$ cat config.mk
export PLATFORM = sky130hd
export DESIGN_NAME = nxf_spi_slave
export DESIGN_NICKNAME = d
export VERILOG_FILES = /design/src/rtl/nxf_spi_pkg.sv /design/src/rtl/nxf_sync.sv /design/src/rtl/nxf_rx_frame.sv /design/src/rtl/nxf_decode.sv /design/src/rtl/nxf_tx_frame.sv /design/src/rtl/nxf_spi_slave.sv
export SDC_FILE = /design/constraint.sdc
export NUM_CORES = 1
export LEC_CHECK = 0
export BUFFER_PORTS_ARGS = -buffer_cell sky130_fd_sc_hd__buf_2
export CAP_MARGIN = 20
export CORE_MARGIN = 8
export CORE_UTILIZATION = 38
export CTS_CLUSTER_SIZE = 14
export DETAILED_ROUTE_END_ITERATION = 8
export GPL_TIMING_DRIVEN = 0
export SLEW_MARGIN = 20
export SYNTH_ARGS = -nofsm -noshare
export SYNTH_HDL_FRONTEND = slang
export SYNTH_SLANG_ARGS = --single-unit
$ cat constraint.sdc
create_clock -name clk -period 3.2 [get_ports clk]
set_input_delay 0.64 -clock clk [delete_from_list [all_inputs] [get_ports clk]]
set_output_delay 0.64 -clock clk [all_outputs]
set_load 0.02 [all_outputs]
$ cat src/rtl/nxf_spi_pkg.sv
package nxf_spi_pkg;

  localparam int FRAME_LEN = 32;
  localparam int CRC_LEN   = 3;
  localparam int BODY_LEN  = FRAME_LEN - CRC_LEN;
  localparam int CNT_W     = $clog2(FRAME_LEN + 2);
  localparam int DATA_W    = 16;

  localparam logic [CRC_LEN-1:0] CRC_SEED = 3'b101;
  localparam logic [CRC_LEN-1:0] CRC_TAPS = 3'b011;

  // Reply waiting for the next frame
  typedef struct packed {
    logic              drive;
    logic              sensor;
    logic [7:0]        sa_lo;
    logic [1:0]        stat;
    logic [DATA_W-1:0] data;
  } resp_t;

  // Register form: body then three zero bits shifted through x^3+x+1
  function automatic logic [CRC_LEN-1:0] crc3_of(input logic [BODY_LEN-1:0] body);
    logic [CRC_LEN-1:0] r;
    logic               fb;
    r = CRC_SEED;
    for (int i = BODY_LEN - 1; i >= 0; i--) begin
      fb = r[CRC_LEN-1];
      r  = {r[CRC_LEN-2:0], body[i]};
      if (fb) r = r ^ CRC_TAPS;
    end
    for (int i = 0; i < CRC_LEN; i++) begin
      fb = r[CRC_LEN-1];
      r  = {r[CRC_LEN-2:0], 1'b0};
      if (fb) r = r ^ CRC_TAPS;
    end
    return r;
  endfunction

  function automatic logic [FRAME_LEN-1:0] pack_reply(input resp_t p, input logic [1:0] addr);
    logic [BODY_LEN-1:0] body;
    body = {p.sensor, addr, p.sa_lo, p.stat[1], p.data, p.stat[0]};
    return {body, crc3_of(body)};
  endfunction

endpackage

$ cat src/rtl/nxf_sync.sv
module nxf_sync #(
  parameter int             W       = 1,
  parameter int             STAGES  = 2,
  parameter logic [W-1:0]   RST_VAL = '0
) (
  input  logic         clk,
  input  logic         rst_n,
  input  logic [W-1:0] d,
  output logic [W-1:0] q
);

  logic [STAGES-1:0][W-1:0] stg;

  always_ff @(posedge clk or negedge rst_n) begin
    if (!rst_n) stg <= {STAGES{RST_VAL}};
    else        stg <= {stg[STAGES-2:0], d};
  end

  assign q = stg[STAGES-1];

endmodule

$ cat src/rtl/nxf_rx_frame.sv
module nxf_rx_frame
  import nxf_spi_pkg::*;
(
  input  logic                 clk,
  input  logic                 rst_n,
  input  logic                 cs_active,
  input  logic                 sck_rise,
  input  logic                 mosi_bit,
  output logic                 frame_start,
  output logic                 frame_done,
  output logic                 frame_abort,
  output logic [FRAME_LEN-1:0] rx_word
);

  localparam logic [CNT_W-1:0] CNT_DONE = CNT_W'(FRAME_LEN);
  localparam logic [CNT_W-1:0] CNT_SAT  = CNT_W'(FRAME_LEN + 1);

  logic             cs_d;
  logic             cs_end;
  logic [CNT_W-1:0] bit_cnt;

  assign frame_start = cs_active & ~cs_d;
  assign cs_end      = ~cs_active & cs_d;
  assign frame_done  = cs_end & (bit_cnt == CNT_DONE);
  assign frame_abort = cs_end & (bit_cnt != CNT_DONE);

  always_ff @(posedge clk or negedge rst_n) begin
    if (!rst_n) begin
      cs_d    <= 1'b0;
      bit_cnt <= '0;
      rx_word <= '0;
    end else begin
      cs_d <= cs_active;
      if (frame_start) begin
        bit_cnt <= '0;
      end else if (cs_active && sck_rise) begin
        rx_word <= {rx_word[FRAME_LEN-2:0], mosi_bit};
        if (bit_cnt != CNT_SAT) bit_cnt <= bit_cnt + 1'b1;
      end
    end
  end

  // frame boundary events never coincide
  p_frame_events_r11: assert property (@(posedge clk) disable iff (!rst_n)
    $onehot0({frame_start, frame_done, frame_abort}));

endmodule

$ cat src/rtl/nxf_decode.sv
module nxf_decode
  import nxf_spi_pkg::*;
#(
  parameter int          SENSOR_W = 12,
  parameter logic [6:0]  ID_REG   = 7'h2A,
  parameter logic [15:0] DEV_ID   = 16'h5AC3
) (
  input  logic                 clk,
  input  logic                 rst_n,
  input  logic                 frame_done,
  input  logic                 frame_abort,
  input  logic [FRAME_LEN-1:0] rx_word,
  input  logic [1:0]           slave_addr,
  input  logic [SENSOR_W-1:0]  sns_data,
  input  logic [1:0]           sns_status,
  output resp_t                pend
);

  localparam int    PAD        = DATA_W - SENSOR_W;
  localparam resp_t RESET_RESP = '{drive: 1'b1, sensor: 1'b0, sa_lo: 8'h00,
                                   stat: 2'b01, data: '0};

  logic [9:0]        ta;
  logic              crc_ok;
  logic              addr_ok;
  logic              is_sensor;
  logic              id_hit;
  logic              accept;
  logic [DATA_W-1:0] sample_al;

  assign ta        = rx_word[FRAME_LEN-1 -: 10];
  assign crc_ok    = (crc3_of(rx_word[FRAME_LEN-1:CRC_LEN]) == rx_word[CRC_LEN-1:0]);
  assign addr_ok   = (ta[9:8] == slave_addr);
  assign is_sensor = ta[7];
  assign id_hit    = ~ta[7] & (ta[6:0] == ID_REG);
  assign accept    = crc_ok & addr_ok & (is_sensor | id_hit);

  generate
    if (PAD == 0) begin : g_full
      assign sample_al = sns_data;
    end else begin : g_pad
      assign sample_al = {sns_data, {PAD{1'b0}}};
    end
  endgenerate

  always_ff @(posedge clk or negedge rst_n) begin
    if (!rst_n) begin
      pend <= RESET_RESP;
    end else if (frame_done) begin
      pend.drive  <= accept;
      pend.sensor <= is_sensor;
      pend.sa_lo  <= ta[7:0];
      pend.stat   <= is_sensor ? sns_status : 2'b00;
      pend.data   <= is_sensor ? sample_al : DEV_ID;
    end
  end

  // a corrupted command silences the next reply
  p_bad_crc_mute_r3: assert property (@(posedge clk) disable iff (!rst_n)
    (frame_done && !crc_ok) |=> !pend.drive);

  // a command for another slave silences the next reply
  p_foreign_mute_r4: assert property (@(posedge clk) disable iff (!rst_n)
    (frame_done && !addr_ok) |=> !pend.drive);

  // an unknown non-sensor target silences the next reply
  p_unknown_mute_r8: assert property (@(posedge clk) disable iff (!rst_n)
    (frame_done && !is_sensor && !id_hit) |=> !pend.drive);

  // a discarded frame leaves the pending reply untouched
  p_abort_hold_r11: assert property (@(posedge clk) disable iff (!rst_n)
    frame_abort |=> $stable(pend));

endmodule

$ cat src/rtl/nxf_tx_frame.sv
module nxf_tx_frame
  import nxf_spi_pkg::*;
(
  input  logic       clk,
  input  logic       rst_n,
  input  logic       frame_start,
  input  logic       cs_active,
  input  logic       sck_fall,
  input  logic       cs_n_pin,
  input  resp_t      pend,
  input  logic [1:0] slave_addr,
  output logic       miso,
  output logic       miso_oe
);

  logic [FRAME_LEN-1:0] tx_sh;
  logic                 tx_drive;
  logic                 tx_active;

  always_ff @(posedge clk or negedge rst_n) begin
    if (!rst_n) begin
      tx_sh     <= '0;
      tx_drive  <= 1'b0;
      tx_active <= 1'b0;
    end else if (frame_start) begin
      tx_sh     <= pack_reply(pend, slave_addr);
      tx_drive  <= pend.drive;
      tx_active <= 1'b1;
    end else if (!cs_active) begin
      tx_active <= 1'b0;
    end else if (sck_fall && tx_active) begin
      tx_sh <= {tx_sh[FRAME_LEN-2:0], 1'b0};
    end
  end

  assign miso_oe = tx_active & tx_drive & ~cs_n_pin;
  assign miso    = miso_oe & tx_sh[FRAME_LEN-1];

  // each falling edge moves the next lower bit to the pin
  p_msb_order_r1: assert property (@(posedge clk) disable iff (!rst_n)
    (tx_active && cs_active && sck_fall && !frame_start)
      |=> (tx_sh[FRAME_LEN-1] == $past(tx_sh[FRAME_LEN-2])));

  // once the chip select is seen released, the pad stays off
  p_idle_quiet_r2: assert property (@(posedge clk) disable iff (!rst_n)
    (!cs_active && !frame_start) |=> !miso_oe);

endmodule

$ cat src/rtl/nxf_spi_slave.sv
module nxf_spi_slave
  import nxf_spi_pkg::*;
#(
  parameter int          SENSOR_W = 12,
  parameter int          SYNC_STG = 2,
  parameter logic [6:0]  ID_REG   = 7'h2A,
  parameter logic [15:0] DEV_ID   = 16'h5AC3
) (
  input  logic                clk,
  input  logic                rst_n,
  input  logic                spi_sck,
  input  logic                spi_cs_n,
  input  logic                spi_mosi,
  output logic                spi_miso,
  output logic                spi_miso_oe,
  input  logic [1:0]          cfg_slave_addr,
  input  logic [SENSOR_W-1:0] sns_data,
  input  logic [1:0]          sns_status
);

  logic                 s_cs_n;
  logic                 s_sck;
  logic                 s_mosi;
  logic                 sck_d;
  logic                 cs_active;
  logic                 sck_rise;
  logic                 sck_fall;
  logic                 frame_start;
  logic                 frame_done;
  logic                 frame_abort;
  logic [FRAME_LEN-1:0] rx_word;
  resp_t                pend;

  nxf_sync #(.W(3), .STAGES(SYNC_STG), .RST_VAL(3'b100)) u_sync (
    .clk   (clk),
    .rst_n (rst_n),
    .d     ({spi_cs_n, spi_sck, spi_mosi}),
    .q     ({s_cs_n, s_sck, s_mosi})
  );

  always_ff @(posedge clk or negedge rst_n) begin
    if (!rst_n) sck_d <= 1'b0;
    else        sck_d <= s_sck;
  end

  assign cs_active = ~s_cs_n;
  assign sck_rise  = s_sck & ~sck_d;
  assign sck_fall  = ~s_sck & sck_d;

  nxf_rx_frame u_rx (
    .clk         (clk),
    .rst_n       (rst_n),
    .cs_active   (cs_active),
    .sck_rise    (sck_rise),
    .mosi_bit    (s_mosi),
    .frame_start (frame_start),
    .frame_done  (frame_done),
    .frame_abort (frame_abort),
    .rx_word     (rx_word)
  );

  nxf_decode #(.SENSOR_W(SENSOR_W), .ID_REG(ID_REG), .DEV_ID(DEV_ID)) u_dec (
    .clk         (clk),
    .rst_n       (rst_n),
    .frame_done  (frame_done),
    .frame_abort (frame_abort),
    .rx_word     (rx_word),
    .slave_addr  (cfg_slave_addr),
    .sns_data    (sns_data),
    .sns_status  (sns_status),
    .pend        (pend)
  );

  nxf_tx_frame u_tx (
    .clk         (clk),
    .rst_n       (rst_n),
    .frame_start (frame_start),
    .cs_active   (cs_active),
    .sck_fall    (sck_fall),
    .cs_n_pin    (spi_cs_n),
    .pend        (pend),
    .slave_addr  (cfg_slave_addr),
    .miso        (spi_miso),
    .miso_oe     (spi_miso_oe)
  );

  // undriven pad carries a quiet zero
  p_quiet_data_r2: assert property (@(posedge clk) disable iff (!rst_n)
    !spi_miso_oe |-> !spi_miso);

endmodule

==> results.json <==
{
  "ios": 23,
  "reg2reg_from": "u_rx.rx_word[24]",
  "netlist_area_sq_um": 4860,
  "synthMuxAreaShare_pct": 7.62,
  "cp-start-kind": "register",
  "wl_per_cell_um": 14.3,
  "ant_nets": 0,
  "drv_cap": 0,
  "grt_remaining_overflow": 0,
  "htree_levels": 3,
  "grt_pass1_wl_mm": 16.0,
  "cts.sinks": 104,
  "cpLargestDelayFamily": "XOR/XNOR gates",
  "row_count": 41,
  "syn_area_per_cell_sq_um": 11.2,
  "worstMarginPinSlew_ns": 0.692,
  "core_area_sq_um": 12600,
  "gp_congestion": 0.749,
  "ff2ff_path_depth": 7,
  "cp.arrival_ns": 2.83,
  "worstPathRequired_ns": 3.46,
  "cts_tree": "done",
  "firstDrtPassIters": 4,
  "p_leak_nw": 2.41,
  "outcome": "finished, final reports clean",
  "synthXorXnorAreaFrac_pct": 14.3,
  "path_depth": 7,
  "cts_made_buffers": 9,
  "die-area_sq_um": 16700,
  "synth_edf_count": 0,
  "cts_setup_buffers": 0,
  "synthArstFlopShare_pct": 100,
  "cts-root-buf": "clkbuf_16",
  "clock_path_buffers": 2,
  "synth.top_cell.area_share_pct": 51.5,
  "fmaxAchievable_mhz": 389,
  "yosys_warnings": 0,
  "min_period_ns": 2.57,
  "synth_cells": 436,
  "synth-main-ff-cell": "dfrtp_1",
  "yosys-top-cells-count": "dfrtp_1, nor2_1, nand2_1, xnor2_1, mux2_2",
  "syn_to_final_growth_pct": 13.3,
  "grt_pass1_vias": 3269,
  "die_h_um": 129,
  "synthAdderAreaFrac_pct": 0.772,
  "finalCritPeriodShare_pct": 80.4,
  "finalPower_mw": 2.77,
  "avgViaCountPerCell": 4.90,
  "synth_top_cell_by_area": "dfrtp_1",
  "slew_violations": 0,
  "cp_num_buf_inv": 0,
  "routed_wirelength_mm": 9.24,
  "clk_latency_ns": 0.34,
  "track_usage_pct": 12.1,
  "fp.dieW_um": 129,
  "synth_simple_gate_area_share_pct": 13.5,
  "tns_ns": 0,
  "max_slew_margin_pct": 53.6,
  "port_buffers": 22,
  "cts.repair.resized": 0,
  "crit_path_end_kind": "register",
  "synth_nets": 460,
  "cp_max_fo": 5,
  "yosysUniqueCellTypes": 44,
  "drt_iter0_drc": 356,
  "p_per_area_nw_per_um2": 504,
  "yosysMostFrequentCell": "dfrtp_1",
  "vdd.ir_drop.worst_mv": 0.259,
  "crit_slowest_cell": "xnor3_1",
  "drcViolationCount": 0,
  "hp-class": "in2async",
  "crit_path_cell_trace": "xnor2_1, xnor3_1, xor3_1, or2_2, a211oi_1, a2111oi_2, a41oi_2",
  "grt_max_degree": 75,
  "initial_core_util_pct": 38.7,
  "multi_input_area_sq_um": 2130,
  "synth_top_family_by_area": "XOR/XNOR gates",
  "crit_type": "reg2reg",
  "dp_hpwl_mm": 6.72,
  "cts_hold_buf": 0,
  "rsz0062_at_grt": "no",
  "drive_gt1_share_pct": 18.1,
  "hold_viol": 0,
  "crit_start": "u_rx.rx_word[24]",
  "ys_ff_latch": 104,
  "synthTopCellsByArea": "dfrtp_1, mux2_2, xnor2_1, nor2_1, nand2_1",
  "synth_compound_area_share_pct": 7.72,
  "synth-seq-area-share_pct": 53.6,
  "antenna_found_initial": 0,
  "num_antenna_cells": 0,
  "register_area_sq_um": 2610,
  "cp_slowest_stage_delay_ns": 0.49,
  "clock_skew_ns": 0.00699,
  "num_vias": 3164,
  "setup_viol": 0,
  "path_clk_slew_ns": 0.07,
  "fin_nets": 494,
  "nFillCells": 1163
}
-- layer usage --
metal / vias to the layer above / GRT usage (%) / part of all wire [%]
met2: 58 / 19.0 / 48
li1: 1551 / - / -
met1: 1544 / 15.9 / 46
met5: - / 0 / 0
met4: 0 / 3.87 / 1.4
met3: 11 / 3.04 / 4.5
-- logic make-up after synthesis --
family / Yosys count
AO/OA/AOI/OAI: 53
XOR/XNOR: 63
adder cells (fa/ha/maj): 3
buffers and inverters: 32
flip-flops: 104
multiplexers: 33
AND/OR/NAND/NOR: 148
-- path summary, 6_finish.rpt --
| path | to | slack [ns] |
|---|---|---|
| max reg2reg | u_dec.pend[27] | 0.63 |
| min in group clk | u_sync.q[1] | 0.35 |
| min | u_rx.bit_cnt[1] | 0.17 |
| max in group asynchronous | u_dec.pend[16] | 2.39 |
| max | u_dec.pend[27] | 0.63 |
| min reg2reg | u_sync.q[1] | 0.35 |
-- through the flow --
stage / utilization, % / cell area (sq um) / hold WS, ns / instances / setup slack [ns]
after global placement: 41.3 / 5190 / 0.336 / 630 / 0.379
after floorplan: - / 4860 / 0.331 / 436 / 0.898
final: 43.8 / 5510 / 0.169 / 646 / 0.628
after CTS: 43.8 / 5510 / 0.165 / 646 / 0.602
after global routing: 43.8 / 5510 / 0.187 / 646 / 0.476
after detailed placement: 41.6 / 5220 / 0.336 / 631 / 0.608
-- power by group --
part           total (mW)  switching, mW  internal (mW)
Sequential           1.43         0.0478           1.38
Clock                1.06          0.444          0.619
Combinational       0.280          0.149          0.131
Total                2.77          0.641           2.13
-- flip-flops by register name, indices dropped and copies added, names as in the netlist --
| name | flops |
|---|---|
| sck_d | 1 |
| u_dec.pend | 24 |
| u_rx.bit_cnt | 6 |
| u_rx.cs_d | 1 |
| u_rx.rx_word | 32 |
| u_sync.q | 3 |
| u_sync.stg | 3 |
| u_tx.tx_active | 1 |
| u_tx.tx_drive | 1 |
| u_tx.tx_sh | 32 |
-- worst reg2reg max path, stage by stage (launching register included) --
cell,delay [ns]
dfrtp_1,0.45
xnor2_1,0.28
xnor3_1,0.49
xor3_1,0.41
or2_2,0.31
a211oi_1,0.32
a2111oi_2,0.07
a41oi_2,0.17
-- area by class of cell --
class / instances / share of cell area, %
repair buffers: 23 / 2.61
clock buffers: 11 / 4.41
inverters: 12 / 0.817
clock inverters: 4 / 0.817
plain buffers: 20 / 1.39
well taps: 172 / 3.91
multi-input cells: 300 / 38.7
flip-flops and latches: 104 / 47.3
-- cell usage in the layout (no fill, tap or decap), types with 3 or more instances in the layout --
| cell type | count |
|---|---|
| ha_1 | 3 |
| mux2_2 | 32 |
| clkinv_2 | 3 |
| xnor2_1 | 41 |
| nand2_1 | 56 |
| inv_1 | 12 |
| a221o_1 | 4 |
| clkbuf_16 | 9 |
| clkbuf_1 | 19 |
| a31oi_1 | 7 |
| dfrtp_1 | 100 |
| nor2_1 | 61 |
| buf_2 | 22 |
| a21oi_1 | 5 |
| and2_1 | 3 |
| or3_1 | 3 |
| o22ai_1 | 21 |
| or2_2 | 3 |
| xor2_1 | 11 |
| o21ai_0 | 4 |
| xnor3_1 | 6 |
| nand3_1 | 10 |
| dfstp_2 | 4 |
Power figures use the tool's default switching activity.
